**config.mk**
```make
export PLATFORM = sky130hd
export DESIGN_NAME = xlat_buffer
export DESIGN_NICKNAME = d
export VERILOG_FILES = /design/src/rtl/xlat_pkg.sv /design/src/rtl/xlat_lfsr.sv /design/src/rtl/xlat_cam.sv /design/src/rtl/xlat_victim.sv /design/src/rtl/xlat_buffer.sv
export SDC_FILE = /design/constraint.sdc
export NUM_CORES = 1
export LEC_CHECK = 0
export ABC_AREA = 1
export BUFFER_PORTS_ARGS = -buffer_cell sky130_fd_sc_hd__buf_2
export CAP_MARGIN = 20
export CORE_MARGIN = 3
export CORE_UTILIZATION = 38
export CTS_BUF_LIST = sky130_fd_sc_hd__clkbuf_8 sky130_fd_sc_hd__clkbuf_16
export DETAILED_ROUTE_END_ITERATION = 8
export GPL_TIMING_DRIVEN = 0
export PLACE_DENSITY_LB_ADDON = 0.05
export SLEW_MARGIN = 15
export SYNTH_ARGS = -nofsm -noshare
export SYNTH_HDL_FRONTEND = slang
export SYNTH_HIERARCHICAL = 1
export SYNTH_SLANG_ARGS = --single-unit
export TNS_END_PERCENT = 1
```
**constraint.sdc**
```tcl
create_clock -name clk -period 3.3 [get_ports clk]
set_clock_uncertainty 0.15 [all_clocks]
set_input_delay 0.495 -clock clk [delete_from_list [all_inputs] [get_ports clk]]
set_output_delay 0.495 -clock clk [all_outputs]
set_load 0.02 [all_outputs]
```
**src/rtl/xlat_pkg.sv**
```systemverilog
package xlat_pkg;
  parameter int VA_W  = 32;
  parameter int PA_W  = 30;
  parameter int OFS_W = 12;
  localparam int VPN_W = VA_W - OFS_W;
  localparam int PPN_W = PA_W - OFS_W;
endpackage

```
**src/rtl/xlat_lfsr.sv**
```systemverilog
module xlat_lfsr #(
  parameter int              W     = 16,
  parameter logic [W-1:0]    TAPS  = 16'hB400,
  parameter logic [W-1:0]    SEED  = 16'h0001,
  parameter int              OUT_W = 4
) (
  input  logic             clk,
  input  logic             rst,
  output logic [OUT_W-1:0] rnd_o
);
  logic [W-1:0] state;

  always_ff @(posedge clk) begin
    if (rst) state <= SEED;
    else if (state[0]) state <= (state >> 1) ^ TAPS;
    else state <= state >> 1;
  end

  assign rnd_o = state[OUT_W-1:0];
endmodule

```
**src/rtl/xlat_cam.sv**
```systemverilog
module xlat_cam
  import xlat_pkg::*;
#(
  parameter int N     = 16,
  localparam int IW   = $clog2(N)
) (
  input  logic [N-1:0]            vld_i,
  input  logic [N-1:0][VPN_W-1:0] tag_i,
  input  logic [N-1:0][PPN_W-1:0] ppn_i,
  input  logic [VPN_W-1:0]        key_i,
  output logic [N-1:0]            match_o,
  output logic                    hit_o,
  output logic [IW-1:0]           idx_o,
  output logic [PPN_W-1:0]        ppn_o
);
  genvar g;
  generate
    for (g = 0; g < N; g++) begin : g_cmp
      assign match_o[g] = vld_i[g] && (tag_i[g] == key_i);
    end
  endgenerate

  assign hit_o = |match_o;

  always_comb begin
    idx_o = '0;
    ppn_o = '0;
    for (int i = 0; i < N; i++) begin
      if (match_o[i]) begin
        idx_o = IW'(i);
        ppn_o = ppn_o | ppn_i[i];
      end
    end
  end
endmodule

```
**src/rtl/xlat_victim.sv**
```systemverilog
module xlat_victim #(
  parameter int N   = 16,
  localparam int IW = $clog2(N)
) (
  input  logic [N-1:0]  vld_i,
  input  logic [IW-1:0] rnd_i,
  output logic [IW-1:0] idx_o,
  output logic          occupied_o
);
  logic          any_free;
  logic [IW-1:0] free_idx;

  always_comb begin
    any_free = 1'b0;
    free_idx = '0;
    for (int i = N - 1; i >= 0; i--) begin
      if (!vld_i[i]) begin
        any_free = 1'b1;
        free_idx = IW'(i);
      end
    end
  end

  assign idx_o      = any_free ? free_idx : rnd_i;
  assign occupied_o = vld_i[idx_o];
endmodule

```
**src/rtl/xlat_buffer.sv**
```systemverilog
module xlat_buffer
  import xlat_pkg::*;
#(
  parameter int                 ENTRIES = 16,
  parameter int                 RND_W   = 16,
  parameter logic [RND_W-1:0]   RND_TAP = 16'hB400,
  parameter logic [RND_W-1:0]   RND_SEED = 16'h0001
) (
  input  logic             clk,
  input  logic             rst,
  input  logic             flush_i,
  input  logic             lkp_valid_i,
  input  logic             lkp_store_i,
  input  logic [VA_W-1:0]  lkp_vaddr_i,
  output logic             lkp_hit_o,
  output logic [PA_W-1:0]  lkp_paddr_o,
  output logic             req_valid_o,
  output logic [VPN_W-1:0] req_vpn_o,
  input  logic             resp_valid_i,
  input  logic             resp_present_i,
  input  logic [PPN_W-1:0] resp_ppn_i,
  output logic             fault_o,
  output logic             evict_valid_o,
  output logic [VPN_W-1:0] evict_vpn_o,
  output logic             evict_ref_o,
  output logic             evict_dirty_o
);
  localparam int IW = $clog2(ENTRIES);

  logic [ENTRIES-1:0]            ent_vld, ent_ref, ent_dirty;
  logic [ENTRIES-1:0][VPN_W-1:0] ent_tag;
  logic [ENTRIES-1:0][PPN_W-1:0] ent_ppn;

  logic [VPN_W-1:0]   lkp_vpn;
  logic [ENTRIES-1:0] cam_match;
  logic               cam_hit;
  logic [IW-1:0]      cam_idx;
  logic [PPN_W-1:0]   cam_ppn;
  logic [IW-1:0]      rnd_idx, vic_idx;
  logic               vic_occupied;
  logic               do_fill, do_inst, do_req;

  assign lkp_vpn = lkp_vaddr_i[VA_W-1:OFS_W];

  xlat_cam #(.N(ENTRIES)) u_cam (
    .vld_i   (ent_vld),
    .tag_i   (ent_tag),
    .ppn_i   (ent_ppn),
    .key_i   (lkp_vpn),
    .match_o (cam_match),
    .hit_o   (cam_hit),
    .idx_o   (cam_idx),
    .ppn_o   (cam_ppn)
  );

  xlat_lfsr #(.W(RND_W), .TAPS(RND_TAP), .SEED(RND_SEED), .OUT_W(IW)) u_rnd (
    .clk   (clk),
    .rst   (rst),
    .rnd_o (rnd_idx)
  );

  xlat_victim #(.N(ENTRIES)) u_vic (
    .vld_i      (ent_vld),
    .rnd_i      (rnd_idx),
    .idx_o      (vic_idx),
    .occupied_o (vic_occupied)
  );

  assign lkp_hit_o   = lkp_valid_i && cam_hit;
  assign lkp_paddr_o = {cam_ppn, lkp_vaddr_i[OFS_W-1:0]};

  assign do_fill = resp_valid_i && req_valid_o && !flush_i;
  assign do_inst = do_fill && resp_present_i;
  assign do_req  = lkp_valid_i && !cam_hit && !req_valid_o && !flush_i && !do_fill;

  // request, fault and eviction report registers
  always_ff @(posedge clk) begin
    if (rst) begin
      req_valid_o   <= 1'b0;
      req_vpn_o     <= '0;
      fault_o       <= 1'b0;
      evict_valid_o <= 1'b0;
      evict_vpn_o   <= '0;
      evict_ref_o   <= 1'b0;
      evict_dirty_o <= 1'b0;
    end else begin
      fault_o       <= do_fill && !resp_present_i;
      evict_valid_o <= do_inst && vic_occupied;
      if (do_inst) begin
        evict_vpn_o   <= ent_tag[vic_idx];
        evict_ref_o   <= ent_ref[vic_idx];
        evict_dirty_o <= ent_dirty[vic_idx];
      end
      if (flush_i || do_fill) begin
        req_valid_o <= 1'b0;
      end else if (do_req) begin
        req_valid_o <= 1'b1;
        req_vpn_o   <= lkp_vpn;
      end
    end
  end

  // entry flags
  always_ff @(posedge clk) begin
    if (rst || flush_i) begin
      ent_vld   <= '0;
      ent_ref   <= '0;
      ent_dirty <= '0;
    end else begin
      if (lkp_hit_o) begin
        ent_ref[cam_idx] <= 1'b1;
        if (lkp_store_i) ent_dirty[cam_idx] <= 1'b1;
      end
      if (do_inst) begin
        ent_vld[vic_idx]   <= 1'b1;
        ent_ref[vic_idx]   <= 1'b0;
        ent_dirty[vic_idx] <= 1'b0;
      end
    end
  end

  // tag and translation storage, written only on install
  always_ff @(posedge clk) begin
    if (do_inst) begin
      ent_tag[vic_idx] <= req_vpn_o;
      ent_ppn[vic_idx] <= resp_ppn_i;
    end
  end
endmodule

```
Word-level counts from Yosys, hierarchy flattened --
Cells that the tools add are included.
Operators by class: reduce and logical (&&, ||, !) cells 39, equality and inequality tests 16, muxes and demuxes 90, $lt $le $gt $ge 4, bitwise operators 24
Operator list (count):
- 320-bit bitwise mux | 1
- 20-bit == test | 16
- 18-bit 2-to-1 mux | 17
- 288-bit bitwise mux | 1
- 18-bit bitwise OR | 15
- 16-bit 2-to-1 mux | 7
- 4-bit 2-to-1 mux | 25
- 20-bit binary-select mux with 4-bit select | 1
- 20-bit demux with 4-bit select | 1
- 18-bit demux with 4-bit select | 1
- 16-bit bitwise OR | 3
- 20-bit 2-to-1 mux | 2
- 16-bit bitwise AND | 2
- 1-bit logical AND | 28
- 1-bit 2-to-1 mux | 22
- 16-bit inverter | 1
- 16-bit OR reduction | 1
- 14-bit 2-to-1 mux | 1
- 1-bit binary-select mux with 4-bit select | 3
- 3-bit 2-to-1 mux | 4
- 4-bit by 5-bit < comparator with 1-bit output (second input constant) | 2
- 1-bit demux with 4-bit select | 2
- 4-bit by 1-bit greater-or-equal comparator with 1-bit output (second input constant) | 2
- 1-bit logical NOT | 5
- 6 further kinds | 10
Storage, ports and cells: output and inout bits 76, register bits after elaboration 717

Logic depth before layout (Yosys ltp) --
Gate-level depths: netlist of run 1.
depth after elaboration 33, gate-level depth with buffers 29, gate-level depth less buffers 26

By module --
The synthesis of run 1 kept the hierarchy.
Modules (own cells, without submodules):
- xlat_buffer | instances 1, sequential area each 20119.3 sq um, area an instance 25475.7 sq um, cells an instance 2013
- xlat_cam | instances 1, sequential area each 0.0 sq um, area an instance 6206.0 sq um, cells an instance 1073
- xlat_lfsr | instances 1, sequential area each 320.3 sq um, area an instance 510.5 sq um, cells an instance 59
- xlat_victim | instances 1, sequential area each 0.0 sq um, area an instance 183.9 sq um, cells an instance 42

Worst setup path after synthesis of run 1 --
Ideal clock, no wire load.
path type register -> register, start point register, netlist name ent_vld[15], end point register ent_ppn[36] in the netlist's numbering (enable), cell stages (with the launch flop) 25, required time 2.757 ns, library setup time 0.393 ns, setup slack 0.252 ns, arrival time 2.505 ns, buffers on the path 2, cell sequence dfxtp_1 > inv_1 > nand2_1 > nand2_1 > nand2_1 > nand2_1 > nand2_1 > nand2_1 > nand2_1 > nand2_1 > nand2_1 > nand2_1 > nand2_1 > nand2_1 > nand2_1 > nand2_1 > nand2_1 > nand2_1 > buf_6 > inv_6 > nand2_1 > inv_2 > buf_2 > nand3_1 > inv_1
RTL lines:
- to (signal, indexed assignment) | RTL line xlat_buffer.sv:126 | ent_ppn[vic_idx] <= resp_ppn_i;
- to (decl) | RTL line xlat_buffer.sv:32 | logic [ENTRIES-1:0][PPN_W-1:0] ent_ppn;

Final worst setup path of run 1 --
start point input lkp_vaddr_i[18], end point output lkp_paddr_o[20]
Between the ends: elaborated cells between the ends (all ways) 63, those cells by class 16 x eq/ne; 16 x mux; 15 x bitwise; 16 x reduce/logical
RTL lines:
- from (decl) | RTL line xlat_buffer.sv:14 | input logic [VA_W-1:0] lkp_vaddr_i,
- 20-bit == test * | RTL line xlat_cam.sv:19 | assign match_o[g] = vld_i[g] && (tag_i[g] == key_i);
- 1-bit logical AND * | RTL line xlat_cam.sv:19
- via cam_match[10] | RTL line xlat_buffer.sv:35 | logic [ENTRIES-1:0] cam_match;
- 18-bit 2-to-1 mux * | RTL line xlat_cam.sv:29 | if (match_o[i]) begin
- 18-bit bitwise OR | RTL line xlat_cam.sv:31 | ppn_o = ppn_o | ppn_i[i];
- 18-bit 2-to-1 mux * | RTL line xlat_cam.sv:29
- 18-bit bitwise OR | RTL line xlat_cam.sv:31
- 18-bit 2-to-1 mux * | RTL line xlat_cam.sv:29
- 18-bit bitwise OR | RTL line xlat_cam.sv:31
- 18-bit 2-to-1 mux * | RTL line xlat_cam.sv:29
- 18-bit bitwise OR | RTL line xlat_cam.sv:31
- 18-bit 2-to-1 mux * | RTL line xlat_cam.sv:29
- 18-bit bitwise OR | RTL line xlat_cam.sv:31
- 18-bit 2-to-1 mux * | RTL line xlat_cam.sv:29
- to (decl) | RTL line xlat_buffer.sv:16 | output logic [PA_W-1:0] lkp_paddr_o,
Mark *: on every way through the listed nets, which the timed path passes. The rest lies on a longest branch.

==> results of run 1 <==
-- critical path: stages --
cell and delay, ns:
buf_2 0.11, buf_4 0.22, inv_8 0.15, buf_8 0.21, o22ai_1 0.16, nor2_2 0.23
nand3_1 0.16, nor4_4 0.37, nand3_4 0.21, clkinv_8 0.16, buf_12 0.17, a22oi_1 0.08
nand2_1 0.07, nor2_1 0.05, nand2_1 0.13, buf_6 0.14
-- logic make-up (layout without fill, tap and decap cells) --
kind of cell    Yosys count  after routing  share of synthesized area
simple gates           1652           1652                     0.2026
compound gates          408            408                    0.08448
xor+xnor                108            108                    0.02922
flops                   717            717                     0.6313
buf+inv                 302            636                    0.05237
-- final timing paths --
path                                      start              end  slack (ns)  depth (start not counted)
worst max-delay path            lkp_vaddr_i[18]  lkp_paddr_o[20]       -0.53                         16
worst min-delay path            lkp_vaddr_i[16]     req_vpn_o[4]        0.03                          3
worst max register to register      ent_tag[70]    ent_dirty[11]       -0.28                         22
worst min register to register   u_rnd/state[4]   u_rnd/state[3]        0.25                          2
-- placed cells by master, fill, tap and decap left out, types with 18 or more instances in the layout --
| master | synthesis | final |
|---|---|---|
| nand2_1 | 1190 | 1178 |
| edfxtp_1 | 608 | 608 |
| nor2_1 | 296 | 281 |
| buf_2 | 44 | 134 |
| a22oi_1 | 132 | 128 |
| dfxtp_1 | 109 | 100 |
| inv_1 | 97 | 97 |
| o21ai_0 | 99 | 96 |
| clkbuf_16 | 0 | 85 |
| nand3_1 | 99 | 82 |
| buf_4 | 58 | 80 |
| xor2_1 | 57 | 52 |
| o22ai_1 | 51 | 50 |
| buf_6 | 33 | 48 |
| xnor2_1 | 51 | 43 |
| a21oi_1 | 34 | 33 |
| a221oi_1 | 24 | 23 |
| nand4_1 | 21 | 21 |
| buf_12 | 0 | 19 |
| clkbuf_1 | 26 | 19 |
| inv_2 | 30 | 18 |
| clkinv_1 | 2 | 18 |
| dlygate4sd3_1 | 0 | 18 |
-- sequential cells by signal (all words and copies together) (netlist names), 16 cells and up --
name and count:
ent_tag 320, ent_ppn 288, ent_ref 16, ent_vld 16, evict_vpn_o 20, u_rnd/state 16, req_vpn_o 20, ent_dirty 16
-- stage by stage --
stage | hold slack, ns | std cells | power, mW | util
final | 0.02803 | 4655 | 19.88 | 0.4650
after detailed placement | 0.2452 | 4453 | 10.97 | 0.4125
after floorplan | 0.2383 | 3187 | 10.48 | -
after global placement | 0.2390 | 4440 | 10.96 | 0.4090
after global routing | 0.04248 | 4655 | 20.39 | 0.4650
after CTS | 0.003747 | 4641 | 19.96 | 0.4588
-- area by class of cell --
cell class                      count  area, µm²
Timing Repair Buffer              182       1506
Multi-Input combinational cell   2168      10860
Tap cell                         1134       1419
Buffer                            165       1363
Clock buffer                       89       2171
Clock inverter                     63      457.9
Fill cell                        7942      44990
Sequential cell                   717      20460
Inverter                          137      870.8
-- cell usage after synthesis (3+ instances only) --
| cell type | count |
|---|---|
| a211oi_1 | 15 |
| a211oi_2 | 4 |
| a21oi_1 | 34 |
| a221oi_1 | 24 |
| a22o_1 | 15 |
| a22oi_1 | 132 |
| a31oi_1 | 3 |
| buf_2 | 44 |
| buf_4 | 58 |
| buf_6 | 33 |
| clkbuf_1 | 26 |
| clkinv_2 | 3 |
| dfxtp_1 | 109 |
| edfxtp_1 | 608 |
| inv_1 | 97 |
| inv_2 | 30 |
| inv_4 | 4 |
| nand2_1 | 1190 |
| nand3_1 | 99 |
| nand3_2 | 6 |
| nand4_1 | 21 |
| nor2_1 | 296 |
| nor2_2 | 3 |
| nor3_2 | 5 |
| nor4_1 | 13 |
| nor4_2 | 3 |
| o2111ai_1 | 9 |
| o211ai_1 | 4 |
| o21ai_0 | 99 |
| o21ai_1 | 10 |
| o22ai_1 | 51 |
| or2_1 | 3 |
| or2_2 | 3 |
| xnor2_1 | 51 |
| xor2_1 | 57 |
-- report_power, final --
group | leakage [nW] | total, mW | switching, mW | internal, mW
Clock | 1.37 | 9.01 | 3.93 | 5.08
Sequential | 6.55 | 9.99 | 0.136 | 9.86
Combinational | 7.28 | 0.882 | 0.630 | 0.252
-- layer usage --
layer | vias up | GRT usage | wire (µm)
met1 | 12922 | 0.4096 | 58230
met2 | 1251 | 0.5534 | 71460
met4 | 0 | 0.2312 | 12420
li1 | 11442 | - | -
met3 | 384 | 0.04846 | 9964
met5 | - | 0 | 0
-- timing repair --
action                     4_1_cts  5_1_grt
setup buffers                   18       12
setup endpoints to repair      680      474
hold endpoints to repair        19        0
gates cloned                     0        1
resized for setup              199      112
pin swaps                       24       37
hold buffers                    18        0
==> flow_summary.json, run 1 <==
{
  "synth_seq_cells": 717,
  "final_nets": 3511,
  "drv_cap": 0,
  "finalCriticalPeriod_ns": 3.829,
  "hpwl_mm": 109.2,
  "cts_buffers": 83,
  "die_area_mm2": 0.08874,
  "pin_count": 133,
  "drt_first_pass_iters": 6,
  "violations": "setup timing",
  "synthFlopType": "edfxtp_1",
  "max_slew_margin": 0.1592,
  "grt-ovfl-total": 0,
  "cts_tree": "built",
  "tightestPinTransition_ns": 1.260,
  "cp-end-kind": "output pin",
  "globalplace.congestion": 1.012,
  "rsz0062_at_grt": "true",
  "hold_viol": 0,
  "synth_area_leaders": "edfxtp_1 56%, nand2_1 14%, dfxtp_1 6.7%, nor2_1 3.4%, a22oi_1 3.1%",
  "ys_types": 52,
  "worstPathRequired_ns": 2.65,
  "p_per_area_mw_per_mm2": 508.5,
  "root_buffer": "clkbuf_16",
  "core.rowCount": 106,
  "io_buffer_count": 119,
  "min_path_type": "in2reg",
  "p_leak_nw": 15.21,
  "dp_slack_ns": -2.262,
  "vias": 25999,
  "drive_gt1_frac": 0.1690,
  "setup_violations": 69,
  "period_share": 1.160,
  "syn_nets": 3244,
  "via_per_inst": 5.585,
  "ys_seq_area_frac": 0.6313,
  "drtAntennaViolNets": 0,
  "layout-area-overhead-vs-synth_pct": 20.76,
  "core-area_mm2": 0.08409,
  "drc": 0,
  "avgSynthCellArea_um2": 10.16,
  "antenna_found_initial": 0,
  "final_max_slew_viol_count": 0,
  "die_x_um": 297.9,
  "path_class": "in2out",
  "synth_edf_count": 608,
  "placed_area_mm2": 0.03469,
  "synthArstFlopShare": 0,
  "synth_top_area_frac": 0.5639,
  "cts.sinks": 717,
  "drt_iter0_markers": 2630,
  "yosysWarnings": 6,
  "htree_levels": 3,
  "initial_core_util": 0.3850,
  "clock_latency_ns": 0.66,
  "path_max_fanout": 10,
  "clk_pin_slew_ns": 0.05,
  "totalNegativeSetupSlack_ns": -15.31,
  "syn_area_mm2": 0.03238,
  "first_global_vias": 25109,
  "crit_arrival_ns": 3.18,
  "yosysTopAreaCell": "edfxtp_1",
  "netlist_instances": 3187,
  "start_kind": "input port",
  "status": "finished with violations",
  "wirelength_mm": 152.1,
  "max_freq_mhz": 261.2,
  "die_y_um": 297.9,
  "grt_max_degree": 40,
  "postLayoutSetupSlackWorst_ns": -0.5288,
  "grt_first_pass_wirelength_mm": 205.1,
  "track_usage": 0.3362,
  "vdd_drop_max_uv": 481.6,
  "ctsLongestPathBuffers": 3,
  "antenna_cells": 0,
  "wire_per_inst_um": 32.67,
  "final_area_mm2": 0.03910
}
No activity file was read; power rests on OpenSTA's default activity.
==> inputs of run 2 (changes only) <==
Settings changed: CELL_PAD_IN_SITES_DETAIL_PLACEMENT from default to 1, CELL_PAD_IN_SITES_GLOBAL_PLACEMENT from default to 1.
Clock period 3.3 ns to 3.2 ns, I/O delays scaled along.
==> run 2 against run 1 <==
Largest power group unchanged. Utilization is 0.75 points higher. Critical endpoint is now lkp_hit_o. The flow still finishes with violations (setup timing). Wire length is 4.1% higher. Critical path depth stayed put. Largest cell class unchanged.
==> flow_summary.json, run 2 (synthesized netlist as in run 1, its figures left out) <==
{
  "core-area_mm2": 0.08409,
  "cts_tree": "built",
  "start_kind": "input port",
  "rr_startpoint": "ent_tag[156]",
  "p_per_area_mw_per_mm2": 527.8,
  "root_buffer": "clkbuf_16",
  "pin_count": 133,
  "min_path_type": "in2reg",
  "drc": 0,
  "max_freq_mhz": 262.5,
  "worstPathRequired_ns": 2.57,
  "die_area_mm2": 0.08874,
  "hold_viol": 0,
  "fin_util": 0.4725,
  "final_nets": 3538,
  "core.rowCount": 106,
  "vias": 26910,
  "grt-ovfl-total": 0,
  "drv_cap": 0,
  "largestRegisters": "ent_tag: 320 flops, ent_ppn: 288 flops",
  "wire_per_inst_um": 33.77,
  "cp_cell_sequence": "buf_2 > buf_4 > inv_4 > buf_12 > o21ai_1 > a211oi_2 > nand4_1 > nor4_2 > nand3_2 > inv_4 > buf_12 > nor3_4 > nand3_4 > nand2_8 > inv_2 > buf_6",
  "via_per_inst": 5.740,
  "timing.hold.ws_ns": 0.03773,
  "slowest_stage": "nor3_4",
  "path_max_fanout": 10,
  "drt_iter0_markers": 3026,
  "hp-start": "resp_ppn_i[4]",
  "stdcell_count": 4688,
  "initial_core_util": 0.3850,
  "crit_start": "lkp_vaddr_i[13]",
  "die_y_um": 297.9,
  "crit_family": "simple AND/OR/NAND/NOR gates",
  "dp_slack_ns": -2.155,
  "max_slew_margin": 0.2707,
  "cts_buffers": 84,
  "final_area_mm2": 0.03973,
  "die_x_um": 297.9,
  "drt_first_pass_iters": 5,
  "drive_gt1_frac": 0.1864,
  "dp_cells": 4459,
  "first_global_vias": 26924,
  "finalCriticalPeriod_ns": 3.810,
  "drtAntennaViolNets": 0,
  "placed_area_mm2": 0.03492,
  "grt_first_pass_wirelength_mm": 215.9,
  "cp-end-kind": "output pin",
  "ctsLongestPathBuffers": 3,
  "grt_max_degree": 40,
  "largest_register_ffs": 320,
  "clock_latency_ns": 0.67,
  "largest-register": "ent_tag",
  "layout-area-overhead-vs-synth_pct": 22.71,
  "antenna_found_initial": 3,
  "wirelength_mm": 158.3,
  "crit_arrival_ns": 3.18,
  "status": "finished with violations",
  "postLayoutSetupSlackWorst_ns": -0.6101,
  "tightestPinTransition_ns": 1.092,
  "cpPeakStageDelay_ns": 0.42,
  "track_usage": 0.3506,
  "cp_num_buf_inv": 8,
  "globalplace.congestion": 0.9785,
  "setup_violations": 98,
  "path_class": "in2out",
  "final_max_slew_viol_count": 0,
  "htree_levels": 3,
  "final_common_cell": "nand2_1",
  "hpwl_mm": 113.3,
  "cts.sinks": 717,
  "violations": "setup timing",
  "fin_total_pwr_mw": 20.97,
  "totalNegativeSetupSlack_ns": -19.31,
  "period_share": 1.191,
  "p_leak_nw": 15.49,
  "layout_common_cells": "1,165 x nand2_1, 608 x edfxtp_1, 266 x nor2_1",
  "vdd_drop_max_uv": 460.5,
  "clk_pin_slew_ns": 0.06,
  "rsz0062_at_grt": "true",
  "io_buffer_count": 119
}
run 2: power breakdown:
part	total (mW)	internal, mW	switching (mW)
clock network	9.72	5.56	4.16
registers	10.3	10.2	0.142
logic	0.942	0.276	0.666
total	21.0	16.0	4.97
run 2: timing repair:
item / CTS / global route
resized for setup: 237 / 119
pin swaps: 38 / 34
gates cloned: 0 / 1
endpoints found under the setup margin: 597 / 585
hold endpoints to repair: 71 / 0
buffers inserted: 21 / 20
hold buffers: 26 / 0
run 2: cell type report:
class | count | area [µm²]
clock buffers | 86 | 2141
inverters | 137 | 767.0
fillers | 9214 | 44360
multi-input cells | 2168 | 10900
repair buffers | 208 | 1958
diodes | 2 | 5.005
well taps | 1134 | 1419
clock inverters | 71 | 658.1
plain buffers | 165 | 1410
flip-flops and latches | 717 | 20470
run 2: final timing paths:
path / endpoint / slack, ns / cells past startpoint
worst max-delay path: lkp_hit_o / -0.61 / 16
worst min-delay path: ent_ppn[184] / 0.04 / 1
worst min register to register: u_rnd/state[6] / 0.26 / 2
worst max register to register: ent_dirty[2] / -0.26 / 13
run 2: routing by layer:
layer	vias up	share of wire	global-route usage
li1	11511	-	-
met1	13750	0.40	0.4512
met2	1301	0.46	0.5686
met3	346	0.078	0.06558
met4	2	0.061	0.1758
met5	-	0.000082	0
run 2: worst register-to-register path, stage by stage, from the launching register on:
cell	delay (ns)
edfxtp_1	0.43
xnor2_2	0.41
nand3_1	0.23
nor2_1	0.23
nand3_2	0.25
nand2_1	0.15
a31oi_2	0.08
o21bai_1	0.19
nand3_1	0.15
nand3_4	0.20
inv_1	0.16
nor3_4	0.40
nand3_1	0.16
a21oi_1	0.20
==> inputs of run 3 (changes only) <==
Settings changed: CORE_UTILIZATION 38 to 40, SLEW_MARGIN 15 to default.
==> run 3 against run 2 <==
The run still ends with setup timing left. Wire length is 1.1% higher. Clock power is 3.7% lower. Non-clock buffer count is 4 lower. Largest cell class unchanged. Critical path type unchanged. Global-route usage is 2.1 points higher.
==> flow_summary.json, run 3 (synthesized netlist as in run 1, its figures left out) <==
{
  "violations": "setup timing",
  "rrSetupSlack_ns": -0.35,
  "tightestPinTransition_ns": 1.171,
  "finalCriticalPeriod_ns": 3.795,
  "first_global_vias": 27639,
  "postLayoutSetupSlackWorst_ns": -0.5949,
  "drive_gt1_frac": 0.1818,
  "cp-end-kind": "output pin",
  "vdd_drop_max_uv": 464.8,
  "root_buffer": "clkbuf_16",
  "drt_first_pass_iters": 5,
  "ctsLongestPathBuffers": 3,
  "core-area_mm2": 0.07964,
  "path_max_fanout": 10,
  "seqCellArea_mm2": 0.02046,
  "multi_input_area_mm2": 0.01085,
  "grt_max_degree": 40,
  "grt-ovfl-total": 0,
  "wire_per_inst_um": 34.86,
  "path_class": "in2out",
  "largest_register_ffs": 320,
  "cts_buffers": 81,
  "crit_arrival_ns": 3.16,
  "cts.sinks": 717,
  "layout_common_cells": "1,172 x nand2_1, 608 x edfxtp_1, 270 x nor2_1",
  "totalNegativeSetupSlack_ns": -53.18,
  "timing.hold.ws_ns": 0.03645,
  "initial_core_util": 0.4065,
  "vias": 27315,
  "max_freq_mhz": 263.5,
  "drv_cap": 0,
  "drt_iter0_markers": 3070,
  "stdcell_count": 4589,
  "via_per_inst": 5.952,
  "drtAntennaViolNets": 0,
  "die_y_um": 290.5,
  "hpwl_mm": 114.4,
  "largest-register": "ent_tag",
  "htree_levels": 3,
  "status": "finished with violations",
  "max_slew_margin": 0.2182,
  "antenna_found_initial": 5,
  "core.rowCount": 103,
  "fillers": 8618,
  "drc": 0,
  "layout-area-overhead-vs-synth_pct": 22.45,
  "clock_latency_ns": 0.66,
  "track_usage": 0.3713,
  "io_buffer_count": 119,
  "cts_tree": "built",
  "min_path_type": "in2reg",
  "p_per_area_mw_per_mm2": 521.6,
  "globalplace.congestion": 1.000,
  "pin_count": 133,
  "largestRegisters": "ent_tag: 320 flops, ent_ppn: 288 flops",
  "fin_total_pwr_mw": 20.68,
  "period_share": 1.186,
  "grt_first_pass_wirelength_mm": 218.4,
  "final_nets": 3531,
  "final_max_slew_viol_count": 0,
  "wirelength_mm": 160.0,
  "start_kind": "input port",
  "final_common_cell": "nand2_1",
  "p_leak_nw": 15.51,
  "hold_viol": 0,
  "worstPathRequired_ns": 2.57,
  "setup_violations": 476,
  "rsz0062_at_grt": "true",
  "die_x_um": 290.5,
  "clk_pin_slew_ns": 0.06,
  "dp_cells": 4384,
  "die_area_mm2": 0.08439
}
[run 3: layer usage]
metal | up-vias | global-route usage | share of wire
met3 | 380 | 0.07328 | 0.086
met1 | 13969 | 0.4675 | 0.39
li1 | 11491 | - | -
met5 | - | 0 | 0
met4 | 0 | 0.2022 | 0.065
met2 | 1475 | 0.6038 | 0.46
[run 3: through the flow]
stage,worst slack (ns),cell area [µm²],utilization
global placement,-2.180,34290,0.4305
global route,-0.6138,39640,0.4977
floorplan,0.1521,32380,-
detailed placement,-2.081,34980,0.4393
CTS,-0.4979,39270,0.4931
finish,-0.5949,39640,0.4978
[run 3: area by class of cell]
class,instances,share of cell area
Timing Repair Buffer,204,0.05264
Multi-Input combinational cell,2168,0.2737
Clock inverter,59,0.01395
Tap cell,1050,0.03314
Buffer,165,0.03592
Clock buffer,86,0.05315
Inverter,137,0.02124
Sequential cell,717,0.5161
Antenna cell,3,0.0001894
[run 3: where the power goes]
part	internal (mW)	leakage (nW)	switching, mW	total (mW)
combinational	0.310	7.59	0.728	1.04
sequential	10.2	6.55	0.115	10.3
clock	5.29	1.37	4.07	9.36
total	15.8	15.5	4.92	20.7
[run 3: repair_timing]
item                                   CTS  global route
setup endpoints to repair              717           611
setup buffers                           24            13
endpoints found under the hold margin   17             0
hold buffers                            16             0
pin swaps                               46            44
cloned                                   3             1
resized for setup                      314            60
[run 3: path summary, 6_finish.rpt]
check,from,to,cells after the start
worst max-delay path,lkp_vaddr_i[17],lkp_hit_o,16
worst min-delay path,lkp_vaddr_i[16],req_vpn_o[4],3
worst max register to register,ent_tag[245],ent_dirty[5],14
worst min register to register,u_rnd/state[9],u_rnd/state[8],2
[run 3: worst max-delay path, stage by stage]
cell	delay (ns)
buf_2	0.12
inv_2	0.05
clkbuf_2	0.33
nand2_1	0.18
o21ai_2	0.07
a211oi_2	0.19
nand4_1	0.30
nor4_2	0.41
nand3_2	0.20
clkinv_4	0.15
buf_12	0.15
nor3_4	0.07
nand3_4	0.20
nand2_8	0.07
clkinv_4	0.05
buf_6	0.10
